--- src/rtl/gpio_pad_ctrl.sv ---
module gpio_pad_ctrl #(
  parameter int NPINS = 8
) (
  input  logic             clk,
  input  logic             rst_n,
  input  logic             bus_we,
  input  logic [1:0]       bus_addr,
  input  logic [31:0]      bus_wdata,
  input  logic [3:0]       bus_wstrb,
  output logic [31:0]      bus_rdata,
  input  logic [NPINS-1:0] pad_in,
  input  logic [NPINS-1:0] alt_out,
  output logic [NPINS-1:0] pad_oe,
  output logic [NPINS-1:0] pad_do,
  output logic [NPINS-1:0] pad_od,
  output logic [NPINS-1:0] pad_pu,
  output logic [NPINS-1:0] pad_pd,
  output logic [NPINS-1:0] pad_ana
);

  localparam logic [1:0] ADDR_OUT = 2'd2;
  localparam logic [1:0] ADDR_IN  = 2'd3;

  logic [3:0]       mode_q [NPINS];
  logic [NPINS-1:0] out_q, sync1_q, sync2_q, in_val;
  logic             unused_bits;

  assign unused_bits = ^{bus_wdata[31:16], bus_wstrb[3:2]};

  always_ff @(posedge clk or negedge rst_n) begin
    if (!rst_n) begin
      for (int i = 0; i < NPINS; i++) mode_q[i] <= 4'h4;
      out_q   <= '0;
      sync1_q <= '0;
      sync2_q <= '0;
    end else begin
      sync1_q <= pad_in;
      sync2_q <= sync1_q;
      for (int i = 0; i < NPINS; i++) begin
        if (bus_we && bus_addr == 2'(i / 4) && bus_wstrb[(i % 4) / 2])
          mode_q[i] <= bus_wdata[4*(i%4) +: 4];
        if (bus_we && bus_addr == ADDR_OUT && bus_wstrb[0])
          out_q[i] <= bus_wdata[i];
      end
    end
  end

  for (genvar g = 0; g < NPINS; g++) begin : g_pin
    logic is_ana, pp_sw, od_sw, pulled, pp_alt, od_alt, use_alt, val, drive_pp, drive_od;
    assign is_ana   = mode_q[g] == 4'h0;
    assign pp_sw    = mode_q[g] == 4'h1;
    assign od_sw    = mode_q[g] == 4'h5;
    assign pulled   = mode_q[g] == 4'h8;
    assign pp_alt   = mode_q[g] == 4'h9 || mode_q[g] == 4'hB;
    assign od_alt   = mode_q[g] == 4'hD;
    assign use_alt  = pp_alt | od_alt;
    assign val      = use_alt ? alt_out[g] : out_q[g];
    assign drive_pp = pp_sw | pp_alt;
    assign drive_od = od_sw | od_alt;

    assign pad_oe[g]  = drive_pp | (drive_od & ~val);
    assign pad_do[g]  = drive_pp & val;
    assign pad_od[g]  = drive_od;
    assign pad_pu[g]  = pulled & out_q[g];
    assign pad_pd[g]  = pulled & ~out_q[g];
    assign pad_ana[g] = is_ana;
    assign in_val[g]  = is_ana | sync2_q[g];
  end

  always_comb begin
    bus_rdata = '0;
    case (bus_addr)
      ADDR_OUT: bus_rdata[NPINS-1:0] = out_q;
      ADDR_IN:  bus_rdata[NPINS-1:0] = in_val;
      default:
        for (int i = 0; i < NPINS; i++)
          if (bus_addr == 2'(i / 4)) bus_rdata[4*(i%4) +: 4] = mode_q[i];
    endcase
  end

endmodule

--- config.mk ---
export PLATFORM = sky130hd
export DESIGN_NAME = gpio_pad_ctrl
export DESIGN_NICKNAME = d
export VERILOG_FILES = /design/src/rtl/gpio_pad_ctrl.sv
export SDC_FILE = /design/constraint.sdc
export NUM_CORES = 1
export LEC_CHECK = 0
export ABC_AREA = 1
export BUFFER_PORTS_ARGS = -buffer_cell sky130_fd_sc_hd__buf_4
export CAP_MARGIN = 20
export CORE_MARGIN = 2
export CORE_UTILIZATION = 47
export DETAILED_ROUTE_END_ITERATION = 7
export PLACE_DENSITY = 0.78
export SETUP_SLACK_MARGIN = 0.15
export SLEW_MARGIN = 40
export SYNTH_ARGS = -nofsm -noshare
export SYNTH_HDL_FRONTEND = slang
export SYNTH_SLANG_ARGS = --single-unit
--- constraint.sdc ---
create_clock -name clk -period 1.46 [get_ports clk]
set_clock_uncertainty 0.05 [all_clocks]
set_input_delay 0.073 -clock clk [delete_from_list [all_inputs] [get_ports clk]]
set_output_delay 0.073 -clock clk [all_outputs]
set_load 0.01 [all_outputs]
======== After elaboration in Yosys (flattened, before gate mapping) ========
Index checks and enable logic that the tools add are counted.
cells by class
  reductions and logical operators ........ 26
  bitwise operators ....................... 88
  muxes and demuxes ....................... 18
  eq/ne operators ......................... 51
operators by type and width
  cell                                            count
  == test 4 bit (second input constant)           32
  OR 1 bit                                        40
  AND 1 bit                                       32
  == test 4 x 1 -> 1 bit (second input constant)  8
  == test 4 x 3 -> 1 bit (second input constant)  8
  zero test 4 bit                                 8
  2-to-1 mux 4 bit                                8
  inverter 1 bit                                  16
  one-hot mux 8 bit (2 select lines)              1
  logical AND 1 bit                               8
  logical OR 1 bit                                8
  2-to-1 mux 1 bit                                8
  2-to-1 mux 8 bit                                1
  == test 2 bit (second input constant)           2
  == test 2 x 1 -> 1 bit (second input constant)  1
  zero test 2 bit                                 1
  OR reduction 2 bit                              1
word-level totals
  logic and storage cells ................. 194
  output and inout bits ................... 80
  input bits .............................. 57
  register bits ........................... 56

======== Logic depth before layout (Yosys ltp) ========
  word-level depth ........................ 7
  gate-level depth with buffers ........... 7
  depth with buffers taken out ............ 7

======== Least setup slack after synthesis ========
No wires, ideal clock.
  kind .................................... flip-flop to output port
  start point ............................. register mode_q[14] (netlist name)
  end point ............................... output port pad_do[4]
  required time ........................... 1.337 ns
  buffers on the path ..................... 0
  setup slack ............................. 0.325 ns
  arrival ................................. 1.012 ns
  stages on the path, launching flop included .. 5
  path through ............................ dfstp_2 inv_1 nand3_1 nand3_1 a21oi_1
between the ends
  cells in the longest elaborated chain, start to end .. 5
  elaborated cells on any way between the ends .. 9
  those cells by class .................... eq/ne (4); mux (1); bitwise (3); reduce/logical (1)
ends and longest elaborated chain
  element                          line  RTL
  start, declared                  24    logic [3:0] mode_q [NPINS];
  start signal, assigned by index  41    mode_q[i] <= bus_wdata[4*(i%4) +: 4];
  == test 4 bit                    54    assign pp_alt = mode_q[g] == 4'h9 || mode_q[g] == 4'hB;
  logical OR 1 bit                 54
  OR 1 bit                         56    assign use_alt = pp_alt | od_alt;
  2-to-1 mux 1 bit                 57    assign val = use_alt ? alt_out[g] : out_q[g];
  AND 1 bit (*)                    62    assign pad_do[g] = drive_pp & val;
  end, declared                    14    output logic [NPINS-1:0] pad_do,
Mark *: on every way between the ends. The rest lies on a longest branch, timed or not.

======== Final worst setup path ========
  start point ............................. register mode_q[6] (netlist name)
  end point ............................... output port pad_oe[6]
between the ends
  cells in the longest elaborated chain, start to end .. 7
  elaborated cells on any way between the ends .. 13
  those cells by class .................... eq/ne (5); mux (1); bitwise (6); reduce/logical (1)
ends and longest elaborated chain
  element           line  RTL
  == test 4 bit     54
  logical OR 1 bit  54
  OR 1 bit          56
  2-to-1 mux 1 bit  57
  inverter 1 bit    61    assign pad_oe[g] = drive_pp | (drive_od & ~val);
  AND 1 bit         61
  OR 1 bit (*)      61
  end, declared     13    output logic [NPINS-1:0] pad_oe,
Marks and branches as above.

==> results.json <==
{
  "die-area_sq_mm": 0.007929,
  "synth-seq-cells": 56,
  "clk_pin_slew_worst_paths_ps": 100,
  "fp.dieW_microns": 89.05,
  "ys_warn_count": 0,
  "fin_hold_ws_ps": 7.707,
  "antenna_left": 0,
  "drt_wl_total_mm": 10.38,
  "via_per_inst": 5.148,
  "worstSkewPairLatency_ps": 310,
  "final_area_sq_mm": 0.005250,
  "p_per_area_mw_per_mm2": 1087,
  "synth.distinct_cells": 22,
  "fin_ws_ps": -203.5,
  "cts_inserted_buffers": 5,
  "cts_tree": "done",
  "slowest_delay_ps": 600,
  "status": "finished, violations left",
  "max_cap_violations": 0,
  "setup_tns_ps": -3332,
  "syn-cell-area_sq_mm": 0.003400,
  "path_class": "flop to output pin",
  "gp_congestion": 0.8961,
  "drt_first_pass_iters": 5,
  "min_path_type": "primary input to flop",
  "ys_async_sr_fraction": 1.000,
  "rr_startpoint": "mode_q[4]",
  "violations": "negative setup slack",
  "cpLargestDelayFamily": "flip-flops",
  "r2r_slack_ps": 480,
  "path_cells": "nand2_2, inv_2, nand2_2, nand2_2, nand2_2, nand3_2, nand2_2, buf_6",
  "irDropWorstVdd_uv": 553.1,
  "crit_fanout": 3,
  "fin_crit_sh": 1.139,
  "crit_path_start": "mode_q[6]",
  "nFillCells": 544,
  "ctsRootBufferMaster": "clkbuf_8",
  "areaGrowthSynthToFinish_pct": 54.44,
  "fin_crit_ps": 1663,
  "drive_gt1_frac": 0.5487,
  "row_count": 31,
  "crit_arrival_ps": 1540,
  "numClockSinks": 56,
  "wl_per_cell_microns": 14.94,
  "synth_seq_area_share": 0.4152,
  "core_sq_mm": 0.007137,
  "r2r_cells": 4,
  "via_count": 3578,
  "slew_headroom": 0.5264,
  "power_leakage_nw": 2.638,
  "place_inst": 633,
  "setup_viol": 34,
  "r2r_end": "mode_q[4]",
  "grt.total_usage": 0.2362,
  "drt_iter0_drc": 151,
  "end_kind": "output pin",
  "hpwlAfterDp_mm": 6.115,
  "grt_pass1_wl_mm": 14.61,
  "drv_slew": 0,
  "synth_top_area_frac": 0.3533,
  "syn_area_per_cell_sq_um": 7.488,
  "synth_edf_count": 0,
  "cp.required_ps": 1340,
  "drc": 0,
  "power_mw": 5.705,
  "synthTopCellsByArea": "dfrtp_1, nand2_1, inv_1, buf_4, dfstp_2",
  "portBuffers": 102,
  "cp_slowest_cell": "dfstp_2",
  "overflow": 0,
  "synthFlopType": "dfrtp_1",
  "antenna_cells": 0,
  "initial_core_util": 0.4763,
  "ctsHtreeMaxLevel": 2,
  "fmax_mhz": 601.2,
  "syn_inst": 454,
  "final_cells": 695,
  "clk_path_buf_depth": 2,
  "first_global_vias": 3167,
  "ios": 137,
  "cp_common_cell": "nand2_2",
  "synthMostInstantiatedCell": "nand2_1",
  "crit_buf_inv": 2,
  "synth_top_cells_by_count": "nand2_1, inv_1, dfrtp_1",
  "antenna_found_initial": 0,
  "die_h_microns": 89.05,
  "synth_top_cell_by_area": "dfrtp_1",
  "worstSetupPathDepth": 8,
  "grt_max_degree": 57,
  "critical_path.endpoint": "pad_oe[6]",
  "tightestPinTransition_ps": 710.4,
  "final_nets": 652,
  "grt_setup_unrepaired": "true",
  "worst_setup_path_start_kind": "flop",
  "timing.final.hold_violations": 0,
  "dpl_cell_area_sq_mm": 0.004054
}
-- layer usage --
metal  wire length [microns]  share of wire  track usage
met2                    5503           0.53       0.4111
met3                     543          0.052      0.04524
met4                     250          0.024      0.09634
met1                    4085           0.39       0.2887
met5                       0              0            0
-- registers in the layout (all words and copies together) (netlist names) --
register / cells
sync2_q: 8
out_q: 8
mode_q: 32
sync1_q: 8
-- metrics by stage --
stage          utilization  setup WS, ps
6_report            0.7356        -203.5
5_1_grt             0.7356        -273.2
4_1_cts             0.6702        -138.7
3_5_place_dp        0.5680         134.4
3_3_place_gp        0.5680         132.5
2_1_floorplan            -         325.5
-- how the worst min path moves through the flow --
| stage | startpoint | end | slack (ps) | cells past startpoint |
|---|---|---|---|---|
| after floorplan | rst_n | mode_q[0] | -270 | 0 |
| after global placement | rst_n | mode_q[21] | 110 | 1 |
| after detailed placement | rst_n | mode_q[20] | 120 | 1 |
| after CTS | bus_wdata[6] | mode_q[10] | 0.4 | 3 |
| after global routing | bus_wdata[6] | mode_q[10] | 10 | 3 |
| final | bus_wdata[6] | mode_q[10] | 8 | 3 |
-- placed cells by master (no fill, tap or decap), types with 9 or more instances in the layout --
cell type,n
dlygate4sd3_1,19
inv_4,9
nand3_1,9
nand2_1,73
buf_4,101
inv_2,21
dfrtp_1,35
nor2_1,24
nand3_2,22
buf_6,38
o21ai_0,20
conb_1,16
dfrtp_2,13
o21ai_2,30
nand2_2,37
inv_1,48
-- final cells by class --
cell class	instances	area [sq um]	area share
clock inverters	2	10.01	0.001907
clock buffers	6	82.58	0.01573
multi-input cells	296	1914	0.3646
repair buffers	158	1376	0.2622
well taps	99	123.9	0.02359
inverters	78	315.3	0.06006
flip-flops and latches	56	1428	0.2719
-- cell families after synthesis --
group | after synthesis | synth area share
other | 1 | 0.001103
AO/OA/AOI/OAI | 80 | 0.1542
AND/OR/NAND/NOR | 200 | 0.2525
flip-flops | 56 | 0.4152
buffers and inverters | 117 | 0.1770
-- where the power goes --
| group | internal (mW) | switching, mW |
|---|---|---|
| logic | 1.26 | 1.42 |
| clock network | 0.380 | 0.484 |
| registers | 1.83 | 0.342 |
| total | 3.46 | 2.24 |
-- worst register-to-register path: stages, from the launching register on --
cell	delay, ps
dfrtp_1	410
buf_4	150
buf_4	130
nand2_1	90
o21ai_2	60
-- what timing repair did --
item,CTS,global route
pin swaps,49,31
buffers inserted,22,13
gates resized for setup,106,109
hold buffers,19,0
endpoints found under the hold margin,68,0
endpoints found under the setup margin,58,64
Note: power is estimated with default switching activity, not from simulation.
